==> config.mk <==
export PLATFORM = sky130hd
export DESIGN_NAME = fwtx_framer
export DESIGN_NICKNAME = d
export VERILOG_FILES = /design/src/rtl/fwtx_pkg.sv /design/src/rtl/fwtx_seq.sv /design/src/rtl/fwtx_xor_acc.sv /design/src/rtl/fwtx_word_sel.sv /design/src/rtl/fwtx_framer.sv
export SDC_FILE = /design/constraint.sdc
export NUM_CORES = 1
export LEC_CHECK = 0
export ABC_AREA = 1
export BUFFER_PORTS_ARGS = -buffer_cell sky130_fd_sc_hd__buf_2
export CORE_ASPECT_RATIO = 1.1
export CORE_MARGIN = 5
export CORE_UTILIZATION = 58
export DETAILED_ROUTE_END_ITERATION = 12
export GPL_ROUTABILITY_DRIVEN = 0
export GPL_TIMING_DRIVEN = 0
export PLACE_DENSITY = 0.93
export SETUP_SLACK_MARGIN = 0.02
export SYNTH_ARGS = -nofsm -noshare
export SYNTH_HDL_FRONTEND = slang
export SYNTH_HIERARCHICAL = 1
export SYNTH_SLANG_ARGS = --single-unit
==> constraint.sdc <==
create_clock -name clk -period 4.65 [get_ports clk]
set_input_delay 0.465 -clock clk [delete_from_list [all_inputs] [get_ports clk]]
set_output_delay 0.465 -clock clk [all_outputs]
set_load 0.05 [all_outputs]
==> src/rtl/fwtx_pkg.sv <==
package fwtx_pkg;
   // Fixed header layout: word positions are part of the frame format
   localparam int HDR_WORDS = 4;
   localparam int POS_LEN   = 0;
   localparam int POS_TYPE  = 1;
   localparam int POS_MODE  = 2;
   localparam int POS_COUNT = 3;
   // Words outside the payload region: header plus checksum
   localparam int FIXED_WORDS = HDR_WORDS + 1;
endpackage

==> src/rtl/fwtx_seq.sv <==
module fwtx_seq #(
   parameter int FRAME_LEN = 16,
   localparam int PW = $clog2(FRAME_LEN)
) (
   input  logic          clk,
   input  logic          rst_n,
   input  logic          start,
   input  logic          xfer,
   output logic          accept,
   output logic          busy,
   output logic          last,
   output logic          done,
   output logic [PW-1:0] pos
);
   localparam logic [PW-1:0] LAST_POS = PW'(FRAME_LEN - 1);

   assign accept = start && !busy;
   assign last   = (pos == LAST_POS);

   always_ff @(posedge clk or negedge rst_n) begin
      if (!rst_n) begin
         busy <= 1'b0;
         done <= 1'b0;
         pos  <= '0;
      end else begin
         done <= 1'b0;
         if (accept) begin
            busy <= 1'b1;
            pos  <= '0;
         end else if (busy && xfer) begin
            if (last) begin
               busy <= 1'b0;
               done <= 1'b1;
               pos  <= '0;
            end else begin
               pos <= pos + 1'b1;
            end
         end
      end
   end
endmodule

==> src/rtl/fwtx_xor_acc.sv <==
module fwtx_xor_acc #(
   parameter int WORD_W = 16
) (
   input  logic              clk,
   input  logic              rst_n,
   input  logic              clear,
   input  logic              en,
   input  logic [WORD_W-1:0] din,
   output logic [WORD_W-1:0] acc
);
   always_ff @(posedge clk or negedge rst_n) begin
      if (!rst_n)     acc <= '0;
      else if (clear) acc <= '0;
      else if (en)    acc <= acc ^ din;
   end
endmodule

==> src/rtl/fwtx_word_sel.sv <==
module fwtx_word_sel
   import fwtx_pkg::*;
#(
   parameter int FRAME_LEN = 16,
   parameter int WORD_W    = 16,
   localparam int PW = $clog2(FRAME_LEN)
) (
   input  logic [PW-1:0]     pos,
   input  logic [WORD_W-1:0] hdr_type,
   input  logic              hdr_multi,
   input  logic [WORD_W-1:0] hdr_count,
   input  logic              swap,
   input  logic [WORD_W-1:0] buf_data,
   input  logic [WORD_W-1:0] acc,
   output logic [PW-1:0]     buf_addr,
   output logic [WORD_W-1:0] word
);
   localparam int HALF = WORD_W / 2;
   localparam logic [PW-1:0] LAST_POS = PW'(FRAME_LEN - 1);

   logic [PW-1:0]     idx;
   logic [WORD_W-1:0] swapped, payload;
   logic              used;

   assign idx      = pos - PW'(HDR_WORDS);
   assign buf_addr = idx;
   assign used     = (WORD_W'(idx) < hdr_count);

   // Byte exchange: upper and lower halves of the word trade places
   genvar b;
   generate
      for (b = 0; b < HALF; b++) begin : g_swap
         assign swapped[b]        = buf_data[b + HALF];
         assign swapped[b + HALF] = buf_data[b];
      end
   endgenerate

   assign payload = !used ? '0 : (swap ? swapped : buf_data);

   always_comb begin
      if (pos == PW'(POS_LEN))        word = WORD_W'(FRAME_LEN);
      else if (pos == PW'(POS_TYPE))  word = hdr_type;
      else if (pos == PW'(POS_MODE))  word = WORD_W'(hdr_multi);
      else if (pos == PW'(POS_COUNT)) word = hdr_count;
      else if (pos == LAST_POS)       word = acc;
      else                            word = payload;
   end
endmodule

==> src/rtl/fwtx_framer.sv <==
module fwtx_framer
   import fwtx_pkg::*;
#(
   parameter int FRAME_LEN = 16,
   parameter int WORD_W    = 16,
   parameter int OUT_W     = 32,
   localparam int PW = $clog2(FRAME_LEN)
) (
   input  logic              clk,
   input  logic              rst_n,
   input  logic              start,
   input  logic [WORD_W-1:0] start_type,
   input  logic              start_multi,
   input  logic [WORD_W-1:0] start_count,
   input  logic              start_swap,
   output logic [PW-1:0]     buf_addr,
   input  logic [WORD_W-1:0] buf_data,
   output logic [OUT_W-1:0]  tx_data,
   output logic              tx_valid,
   input  logic              tx_ready,
   output logic              busy,
   output logic              done
);
   localparam int MAX_SAMP = FRAME_LEN - FIXED_WORDS;
   localparam logic [WORD_W-1:0] MAX_CNT = WORD_W'(MAX_SAMP);

   initial begin
      if (FRAME_LEN < FIXED_WORDS + 1)
         $error("FRAME_LEN must leave room for at least one payload word");
      if (FRAME_LEN >= (1 << WORD_W))
         $error("FRAME_LEN must fit in one word");
      if (WORD_W % 2 != 0)
         $error("WORD_W must be even for the byte exchange");
      if (OUT_W < WORD_W)
         $error("OUT_W must be at least WORD_W");
   end

   logic              accept, last, xfer;
   logic [PW-1:0]     pos;
   logic [WORD_W-1:0] word, acc;
   logic [WORD_W-1:0] r_type, r_count;
   logic              r_multi, r_swap;

   assign tx_valid = busy;
   assign xfer     = tx_valid && tx_ready;

   // Command fields are captured once per frame; later starts are dropped
   always_ff @(posedge clk or negedge rst_n) begin
      if (!rst_n) begin
         r_type  <= '0;
         r_count <= '0;
         r_multi <= 1'b0;
         r_swap  <= 1'b0;
      end else if (accept) begin
         r_type  <= start_type;
         r_count <= (start_count > MAX_CNT) ? MAX_CNT : start_count;
         r_multi <= start_multi;
         r_swap  <= start_swap;
      end
   end

   fwtx_seq #(.FRAME_LEN(FRAME_LEN)) u_seq (
      .clk(clk), .rst_n(rst_n), .start(start), .xfer(xfer),
      .accept(accept), .busy(busy), .last(last), .done(done), .pos(pos)
   );

   fwtx_xor_acc #(.WORD_W(WORD_W)) u_acc (
      .clk(clk), .rst_n(rst_n), .clear(accept),
      .en(xfer && !last), .din(word), .acc(acc)
   );

   fwtx_word_sel #(.FRAME_LEN(FRAME_LEN), .WORD_W(WORD_W)) u_sel (
      .pos(pos), .hdr_type(r_type), .hdr_multi(r_multi),
      .hdr_count(r_count), .swap(r_swap), .buf_data(buf_data),
      .acc(acc), .buf_addr(buf_addr), .word(word)
   );

   generate
      if (OUT_W > WORD_W) begin : g_pad
         assign tx_data = {{(OUT_W - WORD_W){1'b0}}, word};
      end else begin : g_direct
         assign tx_data = word;
      end
   endgenerate
endmodule

==> impl_metrics.csv, run 1 <==
group,metric,value,unit
power_and_ir_drop,intPower,1.40,mW
floorplanning,fp.dieW,85.3,µm
drt,drc_errors,0,
critical_path,critPathRequiredTime,4.18,ns
logic_synthesis,netlist_instances,520,
cells_and_area,final_cell_area,0.00425,mm²
global_routing,grt_start_max_net_pins,57,
logic_synthesis,synth.avg_cell_area,6.95,µm²
floorplanning,num_io_pins,93,
clock_network,clkSinkCount,56,
global_routing,grt_usage,0.245,
drt,wl_per_cell,13.3,µm
timing,worst_slack,1.35,ns
global_routing,grt_pass1_vias,3536,
timing,finalWorstPathRequiredPeriod,3.30,ns
clock_network,h-tree-depth,2,
job,drv_cap,0,
timing,tightest_slew,0.714,ns
hold_path,hold_path.class,"input pin to async pin",
drt,vias_per_cell,5.22,
critical_path,crit_path_end_kind,"output pin",
power_and_ir_drop,p_per_area,770,mW/mm²
placement,post-dp-hpwl,7030,µm
placement,placed_area,0.00415,mm²
clock_network,hold_buffers,0,
power_and_ir_drop,vdd_drop_max,732,µV
timing,fin_skew,0.00984,ns
critical_path,criticalPathCategory,"flop to output pin",
critical_path,arrival,2.84,ns
cells_and_area,fin_util,0.695,
cells_and_area,drive_gt1_frac,0.247,
logic_synthesis,synth_area,0.00361,mm²
drt,wirelength,9270,µm
floorplanning,die-area,0.00791,mm²
outcome,outcome,"finished, final reports clean",
logic_synthesis,yosysSeqAreaShare,0.388,
clock_network,cts_setup_buffers,0,
power_and_ir_drop,cellLeakagePower,2.46,nW
cells_and_area,multiInputGateArea,0.00174,mm²
clock_network,clk_pin_slew,0.10,ns
floorplanning,initial_core_util,0.591,
power_and_ir_drop,p_sw_frac,0.572,
power_and_ir_drop,p_comb_frac,0.651,
global_routing,grt_antenna_before_repair,0,
power_and_ir_drop,clkPwrFrac,0.087,
drt,vias,3646,
logic_synthesis,ys_seq_elements,56,
cells_and_area,area_delta_synth_final,17.6,%
cells_and_area,n_antenna_cell,0,
floorplanning,rows,30,
timing,drv_slew,0,
global_routing,grt_first_pass_wirelength,15700,µm
drt,first_pass_iters,6,
timing,rsz0062_at_grt,"no",
power_and_ir_drop,p_sw,1.87,mW
timing,relSlewSlack,0.524,
clock_network,cts_tree,"done",
placement,io_buffers,76,
critical_path,crit_fanout,7,
timing,hold_ws,0.177,ns
clock_network,clk_latency,0.33,ns
clock_network,cts-resized-gates,0,
drt,drt_iter0_markers,411,
cells_and_area,nNetsFinal,678,
floorplanning,coreArea,0.00612,mm²
critical_path,crit_path_start_kind,"flop",
timing,period_share,0.710,
timing,max_freq,303,MHz
drt,ant_nets,0,
clock_network,cts_buffer_depth,2,
timing,hold_violations,0,
logic_synthesis,ys.warnings.count,6,
floorplanning,die_y,92.8,µm
global_routing,overflow,0,
cells_and_area,num-fill-cells,504,
cells_and_area,seq_area,0.00140,mm²
logic_synthesis,yosysUniqueCellTypes,31,
clock_network,cts_made_buffers,5,
placement,post-place-ws,1.77,ns
power_and_ir_drop,seqPwrFrac,0.261,
timing,setup_viol,0,
timing,finalSetupTns,0,ns
clock_network,clockRootBuffer,"clkbuf_8",
==> per-stage QoR <==
step	power, mW	std cells
6_report	3.27	699
4_1_cts	3.24	699
2_1_floorplan	2.47	535
5_1_grt	3.50	699
3_5_place_dp	2.96	691
3_3_place_gp	2.88	691
==> worst max-delay path: stages (launching register included) <==
cell	delay (ns)
dfrtp_1	0.49
inv_1	0.13
ha_1	0.29
inv_1	0.05
ha_1	0.29
a21oi_1	0.19
nand2_2	0.10
nand2_4	0.11
nand2_1	0.06
nand2_1	0.07
nand2_1	0.06
a21oi_1	0.33
buf_2	0.34
==> sequential cells by signal (all words and copies together) (netlist names) <==
register / cells
r_count: 16
r_type: 16
u_acc/acc: 16
u_seq/pos: 4
r_multi: 1
r_swap: 1
u_seq/busy: 1
u_seq/done: 1
==> metal layers <==
layer	share of wire	GRT usage
met1	0.38	0.302
met2	0.48	0.413
met3	0.10	0.0480
met4	0.034	0.111
met5	0	0
==> final cells by class <==
cell class | instances | area share
Multi-Input combinational cell | 378 | 0.408
Sequential cell | 56 | 0.330
Tap cell | 80 | 0.0236
Clock buffer | 5 | 0.0162
Timing Repair Buffer | 76 | 0.0901
Inverter | 59 | 0.0527
Clock inverter | 3 | 0.00648
Buffer | 42 | 0.0730
==> power groups by stage <==
stage | Clock (mW) | Combinational (mW) | Sequential [mW]
3_5_place_dp | 0 | 2.09 | 0.863
5_1_grt | 0.313 | 2.31 | 0.881
6_report | 0.286 | 2.13 | 0.855
3_3_place_gp | 0 | 2.03 | 0.849
2_1_floorplan | 0 | 1.65 | 0.819
4_1_cts | 0.291 | 2.10 | 0.853
==> worst paths after layout <==
check | startpoint | end | slack [ns] | cells past startpoint
max reg2reg | u_seq/pos[2]$_DFFE_PN0P_ | u_acc/acc[15]$_DFFE_PN0P_ | 2.13 | 14
min in group clk | start_swap | r_swap$_DFFE_PN0P_ | 0.33 | 3
min reg2reg | r_type[9]$_DFFE_PN0P_ | r_type[9]$_DFFE_PN0P_ | 0.48 | 2
max | u_seq/pos[2]$_DFFE_PN0P_ | tx_data[15] | 1.35 | 12
max in group asynchronous | rst_n | r_count[3]$_DFFE_PN0P_ | 3.99 | 1
min | rst_n | r_count[2]$_DFFE_PN0P_ | 0.18 | 1
==> cell usage after synthesis (all sizes together) <==
master / number / share of area
nand3b: 1 / 0.0021
conb: 1 / 0.0010
nand3: 24 / 0.035
nand2: 173 / 0.18
buf: 41 / 0.085
clkbuf: 1 / 0.0010
nor2: 66 / 0.073
a22oi: 1 / 0.0021
a21oi: 65 / 0.099
nand4: 2 / 0.0035
nor3: 2 / 0.0028
dfrtp: 56 / 0.39
a211oi: 12 / 0.025
o21ai: 6 / 0.0093
ha: 6 / 0.021
inv: 59 / 0.062
xnor2: 1 / 0.0024
or2: 3 / 0.0052
==> cell families after synthesis <==
family                   share of synthesized area
AO/OA/AOI/OAI                                0.136
buffers and inverters                        0.148
other                                      0.00104
flip-flops                                   0.388
XOR/XNOR                                   0.00242
AND/OR/NAND/NOR                              0.305
adder cells (fa/ha/maj)                     0.0208
==> cell usage in the layout, fill, tap and decap left out, types with 2 or more instances in the layout <==
cell,count
nand2_1,169
buf_2,86
nor2_1,62
dfrtp_1,56
a21oi_1,56
inv_1,51
buf_4,24
nand3_1,23
conb_1,16
a211oi_1,12
a21oi_2,9
inv_2,7
buf_6,7
ha_1,6
clkbuf_8,5
nor2_2,3
nand2_2,3
o21ai_0,3
or2_1,2
nand4_1,2
nor3_1,2
o21ai_1,2
No activity file was read; power rests on OpenSTA's default activity.
==> run 2, diff against run 1 <==
--- a/config.mk
+++ b/config.mk
@@ -9,11 +9,11 @@
 export BUFFER_PORTS_ARGS = -buffer_cell sky130_fd_sc_hd__buf_2
 export CORE_ASPECT_RATIO = 1.1
 export CORE_MARGIN = 5
-export CORE_UTILIZATION = 58
+export CORE_UTILIZATION = 54
 export DETAILED_ROUTE_END_ITERATION = 12
 export GPL_ROUTABILITY_DRIVEN = 0
 export GPL_TIMING_DRIVEN = 0
-export PLACE_DENSITY = 0.93
+export PLACE_DENSITY = 0.88
 export SETUP_SLACK_MARGIN = 0.02
 export SYNTH_ARGS = -nofsm -noshare
 export SYNTH_HDL_FRONTEND = slang
==> constraint.sdc (replaced) <==
create_clock -name clk -period 3.2 [get_ports clk]
set_input_delay 0.32 -clock clk [delete_from_list [all_inputs] [get_ports clk]]
set_output_delay 0.32 -clock clk [all_outputs]
set_load 0.05 [all_outputs]
==> run 2 against run 1 <==
- hold slack worse by 0.12 ns
- sequential power grew 46%
- clock skew decreased by 0.0017 ns
- setup slack lost 1.1 ns
- critical path type unchanged
- power increased by 54%
- final cell count up 0.14%
==> impl_metrics.csv, run 2 (same netlist as run 1, synthesis figures left out) <==
group,metric,value,unit
outcome,outcome,"finished, final reports clean",
power_and_ir_drop,finalPower,5.03,mW
clock_network,cts_made_buffers,5,
drt,drt_iter0_markers,299,
cells_and_area,num-fill-cells,561,
cells_and_area,n_antenna_cell,0,
floorplanning,coreArea,0.00656,mm²
timing,relSlewSlack,0.517,
critical_path,crit_fanout,10,
timing,finalSetupTns,0,ns
drt,wl_per_cell,13.4,µm
cells_and_area,layout_commonest_cell,"nand2_1",
clock_network,cts_buffer_depth,2,
floorplanning,rows,31,
global_routing,grt_pass1_vias,3485,
floorplanning,die_y,95.8,µm
timing,finalWorstPathRequiredPeriod,2.96,ns
drt,ant_nets,0,
job,drv_cap,0,
drt,wirelength,9410,µm
timing,rsz0062_at_grt,"no",
drt,first_pass_iters,5,
timing,setup_viol,0,
timing,hold_violations,0,
drt,drc_errors,0,
critical_path,crit_path_start_kind,"flop",
hold_path,hold_path.class,"input pin to async pin",
global_routing,grt_antenna_before_repair,0,
cells_and_area,largestRegisters,"r_count (16), r_type (16), u_acc/acc (16)",
power_and_ir_drop,p_per_area,1150,mW/mm²
power_and_ir_drop,cellLeakagePower,2.49,nW
cells_and_area,final_cell_mix,"nand2_1 (169), buf_2 (85), nor2_1 (62), dfrtp_1 (55), inv_1 (51)",
timing,tightest_slew,0.725,ns
timing,hold_ws,0.0551,ns
timing,fin_skew,0.00815,ns
clock_network,h-tree-depth,2,
clock_network,clk_pin_slew,0.09,ns
global_routing,grt_usage,0.231,
cells_and_area,nNetsFinal,678,
floorplanning,die-area,0.00843,mm²
global_routing,overflow,0,
critical_path,criticalPathCategory,"flop to output pin",
timing,max_freq,338,MHz
critical_path,crit_path_end_kind,"output pin",
drt,vias,3579,
floorplanning,fp.dieW,88.0,µm
clock_network,hold_buffers,0,
timing,period_share,0.925,
critical_path,critPathRequiredTime,2.88,ns
placement,post-dp-hpwl,7120,µm
clock_network,clk_latency,0.31,ns
cells_and_area,drive_gt1_frac,0.257,
clock_network,clkSinkCount,56,
cells_and_area,area_delta_synth_final,21.1,%
clock_network,cts_tree,"done",
critical_path,arrival,2.64,ns
placement,io_buffers,76,
timing,drv_slew,0,
floorplanning,initial_core_util,0.551,
power_and_ir_drop,vdd_drop_max,910,µV
global_routing,grt_first_pass_wirelength,15300,µm
clock_network,clockRootBuffer,"clkbuf_8",
floorplanning,num_io_pins,93,
global_routing,grt_start_max_net_pins,57,
drt,vias_per_cell,5.11,
-- run 2: timing repair --
action,CTS,global route
resized for setup,0,2
setup endpoints to repair,0,9
buffers inserted,0,0
-- run 2: worst paths after layout --
check / to / slack [ns] / from / cells past startpoint
hold reg to reg: r_multi$_DFFE_PN0P_ / 0.48 / r_multi$_DFFE_PN0P_ / 2
max in group asynchronous: u_seq/pos[2]$_DFFE_PN0P_ / 2.64 / rst_n / 1
setup / recovery: tx_data[10] / 0.24 / u_seq/pos[2]$_DFFE_PN0P_ / 13
min in group clk: r_type[2]$_DFFE_PN0P_ / 0.20 / start_type[2] / 3
setup reg to reg: u_acc/acc[5]$_DFFE_PN0P_ / 0.80 / u_seq/pos[2]$_DFFE_PN0P_ / 10
hold / removal: u_seq/done$_DFF_PN0_ / 0.06 / rst_n / 1
-- run 2: report_power, final --
| group | total, mW | switching, mW | internal [mW] | leakage [nW] |
|---|---|---|---|---|
| clock network | 0.535 | 0.227 | 0.308 | 0.0642 |
| logic | 3.25 | 2.29 | 0.959 | 1.75 |
| registers | 1.25 | 0.243 | 1.00 | 0.677 |
| total | 5.03 | 2.76 | 2.27 | 2.49 |
-- run 2: cell type report --
cell class	count	area, µm²	share of cell area
flip-flops and latches	56	1400	0.320
well taps	82	103	0.0234
inverters	59	224	0.0511
multi-input cells	378	1830	0.417
repair buffers	76	385	0.0880
clock buffers	5	68.8	0.0157
plain buffers	42	310	0.0709
clock inverters	2	60.1	0.0137
-- run 2: through the flow --
step	cell area (µm²)	util	setup slack (ns)	std cells
2_1_floorplan	3760	-	0.0281	535
6_report	4380	0.668	0.241	700
5_1_grt	4380	0.668	0.0365	700
4_1_cts	4370	0.667	0.150	700
3_3_place_gp	4240	0.647	0.547	693
3_5_place_dp	4240	0.647	0.504	693
-- run 2: layer usage --
metal	track usage	vias to the layer above	wire, µm
li1	-	1783	-
met3	0.0308	31	735
met4	0.0995	0	303
met1	0.279	1589	3840
met5	0	-	0
met2	0.410	176	4540
-- run 2: worst max-delay path, stage by stage (launching register included) --
cell and delay, ns:
dfrtp_2 0.45, inv_1 0.10, ha_1 0.28, inv_1 0.05
ha_1 0.29, a21oi_1 0.17, nand2_2 0.09, nand2_4 0.10
buf_6 0.14, nand2_1 0.06, nand2_1 0.06, nand2_1 0.09
a21oi_4 0.16, buf_2 0.28
